==> config.mk <==
export PLATFORM = sky130hd
export DESIGN_NAME = ecc_scrub_mem
export DESIGN_NICKNAME = d
export VERILOG_FILES = /design/src/rtl/ecc_pkg.sv /design/src/rtl/ecc_enc.sv /design/src/rtl/ecc_dec.sv /design/src/rtl/ecc_array.sv /design/src/rtl/ecc_scrub_mem.sv
export SDC_FILE = /design/constraint.sdc
export NUM_CORES = 1
export LEC_CHECK = 0
export BUFFER_PORTS_ARGS = -buffer_cell sky130_fd_sc_hd__buf_2
export CAP_MARGIN = 0
export CORE_MARGIN = 2
export CORE_UTILIZATION = 40
export DETAILED_ROUTE_END_ITERATION = 8
export RECOVER_POWER = 25
export SLEW_MARGIN = 20
export SYNTH_ARGS = -nofsm -noshare
export SYNTH_HDL_FRONTEND = slang
export SYNTH_HIERARCHICAL = 1
export SYNTH_SLANG_ARGS = --single-unit
==> constraint.sdc <==
create_clock -name clk_i -period 10.1 [get_ports clk_i]
set_clock_uncertainty 0.1 [all_clocks]
set_input_delay 1.01 -clock clk_i [delete_from_list [all_inputs] [get_ports clk_i]]
set_output_delay 1.01 -clock clk_i [all_outputs]
set_load 0.03 [all_outputs]
==> src/rtl/ecc_pkg.sv <==
package ecc_pkg;
  localparam int DATA_W = 8;
  localparam int CHK_W  = 4;
  localparam int WORD_W = DATA_W + CHK_W + 1;

  typedef logic [WORD_W-1:0] word_t;
  typedef enum logic [1:0] {CLS_CLEAN, CLS_FIXED, CLS_BAD} cls_e;

  function automatic logic [CHK_W-1:0] chk_bits(input logic [DATA_W-1:0] d);
    logic [CHK_W-1:0] c;
    c[0] = d[0] ^ d[1] ^ d[3] ^ d[4] ^ d[6];
    c[1] = d[0] ^ d[2] ^ d[3] ^ d[5] ^ d[6];
    c[2] = d[1] ^ d[2] ^ d[3] ^ d[7];
    c[3] = d[4] ^ d[5] ^ d[6] ^ d[7];
    return c;
  endfunction
endpackage

==> src/rtl/ecc_enc.sv <==
module ecc_enc
  import ecc_pkg::*;
(
  input  logic [DATA_W-1:0] data_i,
  output word_t             word_o
);
  logic [CHK_W-1:0] chk;
  assign chk    = chk_bits(data_i);
  assign word_o = {^{chk, data_i}, chk, data_i};
endmodule

==> src/rtl/ecc_dec.sv <==
module ecc_dec
  import ecc_pkg::*;
(
  input  word_t             word_i,
  output logic [DATA_W-1:0] data_o,
  output cls_e              cls_o
);
  localparam int COLS = DATA_W + CHK_W;

  logic [CHK_W-1:0] syn;
  logic             perr;
  logic [COLS-1:0]  hit;
  logic             match;
  logic             fix;

  assign syn  = chk_bits(word_i[DATA_W-1:0]) ^ word_i[COLS-1:DATA_W];
  assign perr = ^word_i;

  for (genvar i = 0; i < DATA_W; i++) begin : g_dcol
    assign hit[i] = (syn == chk_bits(DATA_W'(1) << i));
  end
  for (genvar i = 0; i < CHK_W; i++) begin : g_ccol
    assign hit[DATA_W+i] = (syn == (CHK_W'(1) << i));
  end

  assign match  = |hit;
  // flip only on odd parity with a matching column; zero syndrome never matches
  assign fix    = perr && match;
  assign data_o = word_i[DATA_W-1:0] ^ (fix ? hit[DATA_W-1:0] : '0);

  always_comb begin
    if (!perr && syn == '0)            cls_o = CLS_CLEAN;
    else if (perr && (syn == '0 || match)) cls_o = CLS_FIXED;
    else                               cls_o = CLS_BAD;
  end
endmodule

==> src/rtl/ecc_array.sv <==
module ecc_array
  import ecc_pkg::*;
#(
  parameter int ADDR_W = 4
) (
  input  logic              clk_i,
  input  logic              rst_ni,
  input  logic              we_i,
  input  logic [ADDR_W-1:0] waddr_i,
  input  word_t             wword_i,
  input  logic              inj_en_i,
  input  logic [ADDR_W-1:0] inj_addr_i,
  input  word_t             inj_mask_i,
  input  logic [ADDR_W-1:0] raddr_a_i,
  input  logic [ADDR_W-1:0] raddr_b_i,
  output word_t             rword_a_o,
  output word_t             rword_b_o
);
  localparam int DEPTH = 1 << ADDR_W;

  word_t mem_q [DEPTH];

  always_ff @(posedge clk_i or negedge rst_ni) begin
    if (!rst_ni) begin
      for (int i = 0; i < DEPTH; i++) mem_q[i] <= '0;
    end else begin
      for (int i = 0; i < DEPTH; i++) begin
        if (we_i && waddr_i == ADDR_W'(i))            mem_q[i] <= wword_i;
        else if (inj_en_i && inj_addr_i == ADDR_W'(i)) mem_q[i] <= mem_q[i] ^ inj_mask_i;
      end
    end
  end

  assign rword_a_o = mem_q[raddr_a_i];
  assign rword_b_o = mem_q[raddr_b_i];

  // every written word carries even overall parity
  a_r1_even_word: assert property (@(posedge clk_i) disable iff (!rst_ni)
    we_i |=> (^mem_q[$past(waddr_i)]) == 1'b0);
endmodule

==> src/rtl/ecc_scrub_mem.sv <==
module ecc_scrub_mem
  import ecc_pkg::*;
#(
  parameter int ADDR_W = 4
) (
  input  logic              clk_i,
  input  logic              rst_ni,
  input  logic              req_i,
  input  logic              we_i,
  input  logic [ADDR_W-1:0] addr_i,
  input  logic [7:0]        wdata_i,
  output logic              rvalid_o,
  output logic [7:0]        rdata_o,
  output logic              corr_o,
  output logic              uncorr_o,
  input  logic              inj_en_i,
  input  logic [ADDR_W-1:0] inj_addr_i,
  input  logic [12:0]       inj_mask_i
);
  word_t             host_word, host_enc, scrub_word, scrub_enc, arr_wword;
  logic [DATA_W-1:0] host_data, scrub_data;
  cls_e              host_cls, scrub_cls;
  logic [ADDR_W-1:0] scrub_addr_q, arr_waddr;
  logic              scrub_go, scrub_wr, host_wr, host_rd, arr_we;

  assign host_wr  = req_i && we_i;
  assign host_rd  = req_i && !we_i;
  assign scrub_go = !req_i && !inj_en_i;
  assign scrub_wr = scrub_go && scrub_cls == CLS_FIXED;

  assign arr_we    = host_wr || scrub_wr;
  assign arr_waddr = host_wr ? addr_i : scrub_addr_q;
  assign arr_wword = host_wr ? host_enc : scrub_enc;

  ecc_enc u_enc_host  (.data_i(wdata_i),    .word_o(host_enc));
  ecc_enc u_enc_scrub (.data_i(scrub_data), .word_o(scrub_enc));

  ecc_array #(.ADDR_W(ADDR_W)) u_array (
    .clk_i      (clk_i),
    .rst_ni     (rst_ni),
    .we_i       (arr_we),
    .waddr_i    (arr_waddr),
    .wword_i    (arr_wword),
    .inj_en_i   (inj_en_i),
    .inj_addr_i (inj_addr_i),
    .inj_mask_i (inj_mask_i),
    .raddr_a_i  (addr_i),
    .raddr_b_i  (scrub_addr_q),
    .rword_a_o  (host_word),
    .rword_b_o  (scrub_word)
  );

  ecc_dec u_dec_host  (.word_i(host_word),  .data_o(host_data),  .cls_o(host_cls));
  ecc_dec u_dec_scrub (.word_i(scrub_word), .data_o(scrub_data), .cls_o(scrub_cls));

  always_ff @(posedge clk_i or negedge rst_ni) begin
    if (!rst_ni) scrub_addr_q <= '0;
    else if (scrub_go) scrub_addr_q <= scrub_addr_q + 1'b1;
  end

  always_ff @(posedge clk_i or negedge rst_ni) begin
    if (!rst_ni) begin
      rvalid_o <= 1'b0;
      rdata_o  <= '0;
      corr_o   <= 1'b0;
      uncorr_o <= 1'b0;
    end else begin
      rvalid_o <= host_rd;
      corr_o   <= host_rd && host_cls == CLS_FIXED;
      uncorr_o <= host_rd && host_cls == CLS_BAD;
      if (host_rd) rdata_o <= host_data;
    end
  end

  a_r2_read_latency: assert property (@(posedge clk_i) disable iff (!rst_ni)
    host_rd |=> rvalid_o);
  a_r2_write_no_valid: assert property (@(posedge clk_i) disable iff (!rst_ni)
    host_wr |=> !rvalid_o);
  a_r6_flags_exclusive: assert property (@(posedge clk_i) disable iff (!rst_ni)
    !(corr_o && uncorr_o));
  a_r6_flags_need_valid: assert property (@(posedge clk_i) disable iff (!rst_ni)
    !rvalid_o |-> !corr_o && !uncorr_o);
  a_r8_scrub_hold: assert property (@(posedge clk_i) disable iff (!rst_ni)
    (req_i || inj_en_i) |=> $stable(scrub_addr_q));
  a_r9_scrub_step: assert property (@(posedge clk_i) disable iff (!rst_ni)
    scrub_go |=> scrub_addr_q == ADDR_W'($past(scrub_addr_q) + 1'b1));
endmodule

==> metrics.cfg, run 1 <==
[run_status]
outcome=finished, violations left
failed_checks=capacitance limit, slew limit

[worst_setup_path]
critical-path-slowest-cell=clkbuf_1
cp-end-kind=asynchronous set/reset pin
startpoint_type=input port
rrSetupSlack_ns=4.17
critPathMaxFanout=104
max_stage_delay_ns=4.01
path_buf_inv=1
critPathTopFamily=buffers and inverters
arrival_ns=5.07
worstSetupPathType=input port to asynchronous set/reset pin
crit_chain=clkbuf_1
critPathRequiredTime_ns=8.38

[synthesis]
muxShareOfSynthArea_pct=17.17
yosysMostFrequentCell=xor2_1
yosysSeqAreaShare_pct=35.30
synth_top_family_by_area=XOR/XNOR gates
yosysUniqueCellTypes=39
syn_avg_cell_area_um2=9.808
ys_seq_elements=223
yosysWarnings=6
yosysTopAreaCell=dfrtp_1
synth_ff_type=dfrtp_1
synthesis.nets=1647
netlist_top_cells_count=xor2_1 (237), dfrtp_1 (223), nand3_1 (212), nand2_1 (141), nor2_1 (120)
synth_edf_count=0
synth.area.top_cells=dfrtp_1 (35%), mux4_2 (15%), xor2_1 (13%)
syn_area_mm2=0.01581
synth_xor_area_share_pct=17.72
synth_cells=1612
yosys.area_share.adder_pct=0.2058
synth-simple-area-share_pct=15.14
synthArstFlopShare_pct=100.0
netlist.area_leader.share_pct=35.30
synth_compound_area_share_pct=9.117

[clock_network]
numCtsBuffers=27
cts_tree=done
cts_buffer_depth=3
cts_hold_buf=0
cts_resized=0
htreeDepth=1
clkLatencyLatePin_ns=0.58
clk_pin_slew_ns=0.06
root_buffer=clkbuf_16
cts_setup_buffers=0
cts.sinks=223

[floorplanning]
num_io_pins=45
initial_core_util_pct=40.72
core-area_mm2=0.03883
num_rows=72
die_x_um=202.8
die_area_mm2=0.04113
fp.dieH_um=202.8

[routing]
routed_via_density=6.054
drt_pass1_iterations=5
first_iter_violations=1175
detail-route-antenna-nets=0
finalWirelength_um=52000
remaining_drc_errors=0
vias=12520
wl_per_cell_um=25.14

[place]
hpwl_um=31010
dp_slack_ns=4.157
place_congestion=0.8705
port_buffers=44

[layout]
n_antenna_cell=0
synthToLayoutAreaGrowth_pct=7.542
layout-drive-gt1-share_pct=18.32
nets=1564
fill_cells=3620

[job]
drv_cap=1

[timing]
final-setup-viol-count=0
fmax_ghz=0.1472
tightest_slew_ns=5.843
finalSetupTns_ns=0
fin_crit_ns=6.791
rsz0062_at_grt=false
slew_headroom_pct=-289.6
timing.final.ws_setup_ns=3.309
drv_slew=105
final_min_period_over_clock_period_pct=67.24
hold_violations=0

[global_routing]
grt_pass1_vias=12630
grt_max_degree=105
grt_usage_pct=25.56
gr-total-overflow=0
antenna_found_initial=5
grt_pass1_wl_um=79580

[min_path]
hp-class=register to register

## logic make-up (layout without fill, tap and decap cells)
group           after synthesis  after routing
fa+ha+maj                     3              3
mux                         134            134
xor+xnor                    285            285
compound gates              262            262
buf+inv                     185            123
simple gates                520            520
flops                       223            223
## final cells by class
| class | count | area, um^2 | area share, % |
|---|---|---|---|
| sequential | 223 | 5585 | 32.85 |
| clock buffer | 43 | 805.8 | 4.739 |
| timing repair buffer | 73 | 450.4 | 2.649 |
| tap | 518 | 648.1 | 3.812 |
| multi-input combinational | 1204 | 9474 | 55.72 |
| clock inverter | 7 | 38.79 | 0.2281 |
## path summary, 6_finish.rpt
check | startpoint | cells past startpoint | to
max | rst_ni | 1 | scrub_addr_q[0]$_DFFE_PN0P_
min | rdata_o[3]$_DFFE_PN0P_ | 1 | rdata_o[3]$_DFFE_PN0P_
max reg2reg | scrub_addr_q[0]$_DFFE_PN0P_ | 15 | u_array/mem_q[136]$_DFFE_PN0P_
min reg2reg | rdata_o[3]$_DFFE_PN0P_ | 1 | rdata_o[3]$_DFFE_PN0P_
max in group clk_i | scrub_addr_q[0]$_DFFE_PN0P_ | 15 | u_array/mem_q[136]$_DFFE_PN0P_
min in group asynchronous | rst_ni | 1 | u_array/mem_q[46]$_DFFE_PN0P_
## cells in the final DEF, fill, tap and decap left out, types with 4 or more instances in the layout
cell and n:
clkinv_2 6, nand2_1 141, xnor3_1 10, clkbuf_8 7
xor3_1 4, xnor2_1 24, nor3_1 4, mux4_2 104
a21oi_1 106, clkbuf_16 27, buf_4 29, a22oi_1 52
xnor2_2 4, nand3_1 211, clkbuf_1 11, xor2_1 237
buf_2 41, mux2_4 9, o21ai_0 104, dfrtp_1 221
nor2b_1 6, mux2_2 21, nand2b_1 6, nor2_1 115
## flip-flops by register name, summed over array words and instances, names as in the netlist
| name | cells |
|---|---|
| scrub_addr_q | 4 |
| uncorr_o | 1 |
| corr_o | 1 |
| rdata_o | 8 |
| u_array/mem_q | 208 |
| rvalid_o | 1 |
## per-stage QoR
step | util [%] | std cells | hold WS (ns) | cell area, um^2
after floorplan | - | 1612 | 0.3975 | 15810
after global placement | 41.58 | 2017 | 0.3872 | 16140
after detailed placement | 41.59 | 2017 | 0.3905 | 16150
after CTS | 43.76 | 2067 | 0.4038 | 16990
after global routing | 43.79 | 2068 | 0.4368 | 17000
final | 43.79 | 2068 | 0.4035 | 17000
## layer usage
layer / global-route usage (%) / part of all wire, %
met1: 33.78 / 41
met2: 41.62 / 47
met3: 4.189 / 7.9
met4: 11.13 / 4.8
met5: 0 / 0
Power of run 1 is left out: the tool's default activity adds up to more than one toggle a clock period on the data nets, which glitch-free logic cannot reach.
==> run 2: changes to the inputs <==
- clock period: 10.1 -> 7 ns (I/O delays scaled with it)
==> run 2 against run 1 <==
  * The flow still finishes with violations (capacitance limit, slew limit)
  * Worst hold slack lost 0.0053 ns
  * Sequential share of layout area fell by 0.37 points
  * Die area stayed put
  * Count of clock-buffer cells in the layout decreased by 3
  * Cell area is 1.1% higher
  * Final cell count grew 0.97%
  * Setup slack got worse by 1.8 ns
  * Utilization grew 0.50 points
  * Routed wire length rose by 0.84%
  * Critical path depth up 13
  * Highest routed layer unchanged
==> metrics.cfg, run 2 (synthesized netlist as in run 1, its figures left out) <==
[routing]
wl_per_cell_um=25.11
routed_via_density=6.039
detail-route-antenna-nets=0
finalWirelength_um=52430
remaining_drc_errors=0
drt_pass1_iterations=6
first_iter_violations=1449
vias=12610

[worst_setup_path]
crit_top_cell=nand2_1
critPathTopFamily=simple AND/OR/NAND/NOR gates
worst-r2r-cell-count=14
critPathRequiredTime_ns=7.29
reg2reg_to=u_array/mem_q[200]$_DFFE_PN0P_
r2r-start=scrub_addr_q[1]$_DFFE_PN0P_
arrival_ns=5.82
worstSetupPathType=register to register
crit_chain=buf_12 -> mux4_2 -> a22oi_1 -> nand2_1 -> xor2_1 -> xnor3_1 -> nand2b_1 -> maj3_1 -> mux2_2 -> nand3b_1 -> nand2_1 -> nor3b_2 -> nor3b_4 -> o21ai_0
path_buf_inv=1
critical-path-slowest-cell=nor3b_4
rrSetupSlack_ns=1.47
startpoint_type=register
max_stage_delay_ns=0.94
cp-end-kind=register
critPathMaxFanout=33

[floorplanning]
core-area_mm2=0.03883
die_area_mm2=0.04113
fp.dieH_um=202.8
die_x_um=202.8
num_io_pins=45
num_rows=72
initial_core_util_pct=40.72

[timing]
final_min_period_over_clock_period_pct=78.97
tightest_slew_ns=2.948
slew_headroom_pct=-96.55
fin_crit_ns=5.528
fmax_ghz=0.1809
rsz0062_at_grt=false
hold_violations=0
timing.final.ws_setup_ns=1.472
finalSetupTns_ns=0
drv_slew=159
final-setup-viol-count=0

[layout]
regMostFlops=u_array/mem_q
layout-drive-gt1-share_pct=19.17
final_cell_mix=xor2_1 (237), dfrtp_1 (221), nand3_1 (212)
largest_reg_flops=208
nets=1578
layout.cells.non_filler=2088
stdcell_area_mm2=0.01720
reg_top3=u_array/mem_q (208), rdata_o (8), scrub_addr_q (4)
final_common_cell=xor2_1
synthToLayoutAreaGrowth_pct=8.776

[clock_network]
cts.sinks=223
htreeDepth=1
clk_pin_slew_ns=0.07
cts_tree=done
cts_resized=0
cts_hold_buf=0
cts_setup_buffers=0
clkLatencyLatePin_ns=0.58
root_buffer=clkbuf_16
numCtsBuffers=28
cts_buffer_depth=3

[min_path]
hold_depth=1
hp-class=register to register
min_to=rdata_o[3]$_DFFE_PN0P_
min_from=rdata_o[3]$_DFFE_PN0P_

[global_routing]
grt_pass1_vias=12560
grt_pass1_wl_um=79960
gr-total-overflow=0
antenna_found_initial=5
grt_usage_pct=25.80
grt_max_degree=129

[place]
placed_cell_area_mm2=0.01625
dp.cells=2029
port_buffers=44
hpwl_um=31780
place_congestion=0.9240
dp_slack_ns=1.620

[job]
drv_cap=3

[run_status]
outcome=finished, violations left
failed_checks=capacitance limit, slew limit

[run 2: layer usage]
| layer | global-route usage, % | vias up | part of all wire [%] |
|---|---|---|---|
| li1 | - | 5498 | - |
| met1 | 34.60 | 6327 | 40 |
| met2 | 39.70 | 643 | 45 |
| met3 | 4.960 | 142 | 8.9 |
| met4 | 13.71 | 0 | 5.4 |
| met5 | 0 | - | 0 |
[run 2: cell type report]
cell class | instances | area [um^2]
diodes | 5 | 12.51
clock buffers | 40 | 825.8
clock inverters | 12 | 108.9
fillers | 3614 | 21630
multi-input cells | 1204 | 9460
flip-flops and latches | 223 | 5585
well taps | 518 | 648.1
repair buffers | 86 | 556.8
[run 2: worst register-to-register path, stage by stage, from the launching register on]
cell      delay, ns
dfrtp_2        0.81
buf_12         0.33
mux4_2         0.36
a22oi_1        0.26
nand2_1        0.26
xor2_1         0.22
xnor3_1        0.48
nand2b_1       0.13
maj3_1         0.36
mux2_2         0.26
nand3b_1       0.15
nand2_1        0.14
nor3b_2        0.32
nor3b_4        0.94
o21ai_0        0.25
[run 2: how the worst max path moves through the flow]
stage,cells after the start,startpoint,endpoint
final,14,scrub_addr_q[1]$_DFFE_PN0P_,u_array/mem_q[200]$_DFFE_PN0P_
after floorplan,18,scrub_addr_q[0]$_DFFE_PN0P_,u_array/mem_q[155]$_DFFE_PN0P_
after detailed placement,14,scrub_addr_q[1]$_DFFE_PN0P_,u_array/mem_q[198]$_DFFE_PN0P_
after global routing,3,rst_ni,scrub_addr_q[0]$_DFFE_PN0P_
after CTS,14,scrub_addr_q[1]$_DFFE_PN0P_,u_array/mem_q[200]$_DFFE_PN0P_
after global placement,14,scrub_addr_q[1]$_DFFE_PN0P_,u_array/mem_q[202]$_DFFE_PN0P_
[run 2: metrics by stage]
stage                     hold slack (ns)  utilization, %
after CTS                          0.2058           44.26
after floorplan                    0.3044               -
after global routing               0.4202           44.29
final                              0.3982           44.29
after detailed placement           0.3913           41.86
after global placement             0.3851           41.85
Power of run 2 is left out for the same reason.
==> run 3: changes to the inputs <==
- ABC_AREA: unset -> 1
- clock period: 7 -> 5.8 ns (I/O delays scaled with it)
==> run 3 against run 2 <==
  * The run still ends with capacitance limit, slew limit left
  * Routed wire length increased by 57%
  * Global-route usage increased by 6.3 points
  * Largest cell class unchanged
  * Non-clock buffer count decreased by 5
  * Critical endpoint is now u_array/mem_q[124]$_DFFE_PN0P_
  * Synthesized cell count increased by 92%
  * Die area increased by 22%
  * Register-to-register slack got worse by 0.88 ns
  * Final cell count increased by 74%
==> metrics.cfg, run 3 <==
[run_status]
outcome=finished, violations left
failed_checks=capacitance limit, slew limit

[synthesis]
synth_cells=3103
netlist.area_leader.share_pct=28.76
synth_edf_count=0
netlist_top_cells_count=nand2_1 (1,089), nand3_1 (823), inv_1 (291), dfrtp_1 (223), xor2_1 (217)
yosysMostFrequentCell=nand2_1
syn_avg_cell_area_um2=6.252
synthesis.nets=3138
ys_seq_elements=223
syn_area_mm2=0.01940
yosysUniqueCellTypes=32
synth_ff_type=dfrtp_1
synth.area.top_cells=dfrtp_1 (29%), nand3_1 (21%), nand2_1 (21%)
synthArstFlopShare_pct=100.0
yosysSeqAreaShare_pct=28.76
yosysTopAreaCell=dfrtp_1
yosysWarnings=6

[timing]
final_min_period_over_clock_period_pct=89.85
slew_headroom_pct=-64.82
rsz0062_at_grt=false
fmax_ghz=0.1919
finalSetupTns_ns=0
drv_slew=226
tightest_slew_ns=2.472
final-setup-viol-count=0
hold_violations=0
fin_crit_ns=5.211

[layout]
layout.cells.non_filler=3630
final_util_pct=43.00
regMostFlops=u_array/mem_q
largest_reg_flops=208
nets=3030
layout-drive-gt1-share_pct=6.998
n_antenna_cell=0
final_cell_mix=nand2_1 (1,090), nand3_1 (823), inv_1 (291)
final_common_cell=nand2_1
reg_top3=u_array/mem_q (208), rdata_o (8), scrub_addr_q (4)
synthToLayoutAreaGrowth_pct=6.036

[global_routing]
antenna_found_initial=1
grt_max_degree=136
grt_pass1_vias=19270
gr-total-overflow=0
grt_usage_pct=32.08
grt_pass1_wl_um=122200

[min_path]
hp-class=register to register

[worst_setup_path]
cp-end-kind=register
startpoint_type=register
worstSetupPathType=register to register
critPathRequiredTime_ns=6.17
max_stage_delay_ns=0.60
path_buf_inv=4
rrSetupSlack_ns=0.59
critPathMaxFanout=27
crit_top_cell=nand2_1
critical-path-slowest-cell=nor2_2
crit_chain=clkinv_2 -> buf_4 -> nand2_1 -> nand3_1 -> nand3_1 -> nand3_1 -> nand2_1 -> inv_2 -> nand2_1 -> nand2_1 -> nand2_1 -> nand3_1 -> nand2_1 -> nand3_2 -> nand2_4 -> and2_4 -> nor2_2 -> nand3b_1 -> nand2_1 -> nand3_4 -> nor2_2 -> inv_1 -> nand3_1 -> nand3_1
critPathTopFamily=simple AND/OR/NAND/NOR gates
arrival_ns=5.58

[clock_network]
cts_setup_buffers=0
numCtsBuffers=28
cts_resized=0
clk_pin_slew_ns=0.06
cts_tree=done
root_buffer=clkbuf_16
clkLatencyLatePin_ns=0.59
cts.sinks=223
htreeDepth=1
cts_buffer_depth=3

[place]
hpwl_um=53130
dp.cells=3579
port_buffers=44
place_congestion=1.007

[routing]
finalWirelength_um=82230
first_iter_violations=2407
drt_pass1_iterations=6
vias=20940
detail-route-antenna-nets=0
routed_via_density=5.768
remaining_drc_errors=0
wl_per_cell_um=22.65

[floorplanning]
die_x_um=224.2
core-area_mm2=0.04785
die_area_mm2=0.05028
num_io_pins=45
num_rows=80
initial_core_util_pct=40.55
fp.dieH_um=224.2

[job]
drv_cap=2

run 3: cell types whose count changed after synthesis, sizes merged, moves of 100 or more:
cell,before,now
nand3,212,832
o21ai,104,1
a21oi,106,6
nand2,142,1121
inv,0,319
mux4,104,0
run 3: worst paths after layout:
path,start,to,cells past startpoint
worst min register to register,rdata_o[2]$_DFFE_PN0P_,rdata_o[2]$_DFFE_PN0P_,2
worst max register to register,scrub_addr_q[0]$_DFFE_PN0P_,u_array/mem_q[124]$_DFFE_PN0P_,24
min in group asynchronous,rst_ni,u_array/mem_q[77]$_DFFE_PN0P_,2
max in group asynchronous,rst_ni,scrub_addr_q[0]$_DFFE_PN0P_,3
worst min-delay path,rdata_o[2]$_DFFE_PN0P_,rdata_o[2]$_DFFE_PN0P_,2
worst max-delay path,scrub_addr_q[0]$_DFFE_PN0P_,u_array/mem_q[124]$_DFFE_PN0P_,24
run 3: per-layer routing:
layer	wire [um]	global-route usage [%]	vias to the layer above	share of wire, %
li1	-	-	9613	-
met1	33280	43.65	9995	40
met2	37380	51.22	1106	45
met3	7328	3.971	224	8.9
met4	4238	14.25	0	5.2
met5	0	0	-	0
run 3: cell families after synthesis:
| group | count (synthesis) | synth area share, % |
|---|---|---|
| buffers and inverters | 546 | 12.03 |
| flip-flops | 223 | 28.76 |
| XOR/XNOR | 233 | 10.60 |
| AO/OA/AOI/OAI | 59 | 2.231 |
| AND/OR/NAND/NOR | 2041 | 46.31 |
| adder cells (fa/ha/maj) | 1 | 0.06448 |
run 3: per-stage QoR:
step                      worst slack, ns  hold slack (ns)  cell area [um^2]
final                              0.5886           0.3794             20570
after global routing               0.2077           0.4112             20570
after CTS                          0.7036           0.3813             20610
after detailed placement           0.7286           0.3646             19640
after global placement             0.7649           0.3638             19640
after floorplan                     1.923           0.1844             19400
run 3: cell type report:
type,instances,area [um^2]
sequential,223,5585
inverter,327,1235
multi-input combinational,2334,11490
clock buffer,37,805.8
fill,5132,27270
clock inverter,13,151.4
timing repair buffer,81,539.3
tap,615,769.5
run 3: tightest hold or removal path, delay by kind of cell (launching register included):
kind / cells / cell delay [ns]
flops: 1 / 0.34
simple gates: 2 / 0.10
run 3: repair_timing:
| item | CTS | global route |
|---|---|---|
| hold endpoints to repair | 84 | 0 |
| setup endpoints to repair | 0 | 0 |
| hold buffers | 1 | 0 |
Power of run 3 is left out for the same reason.
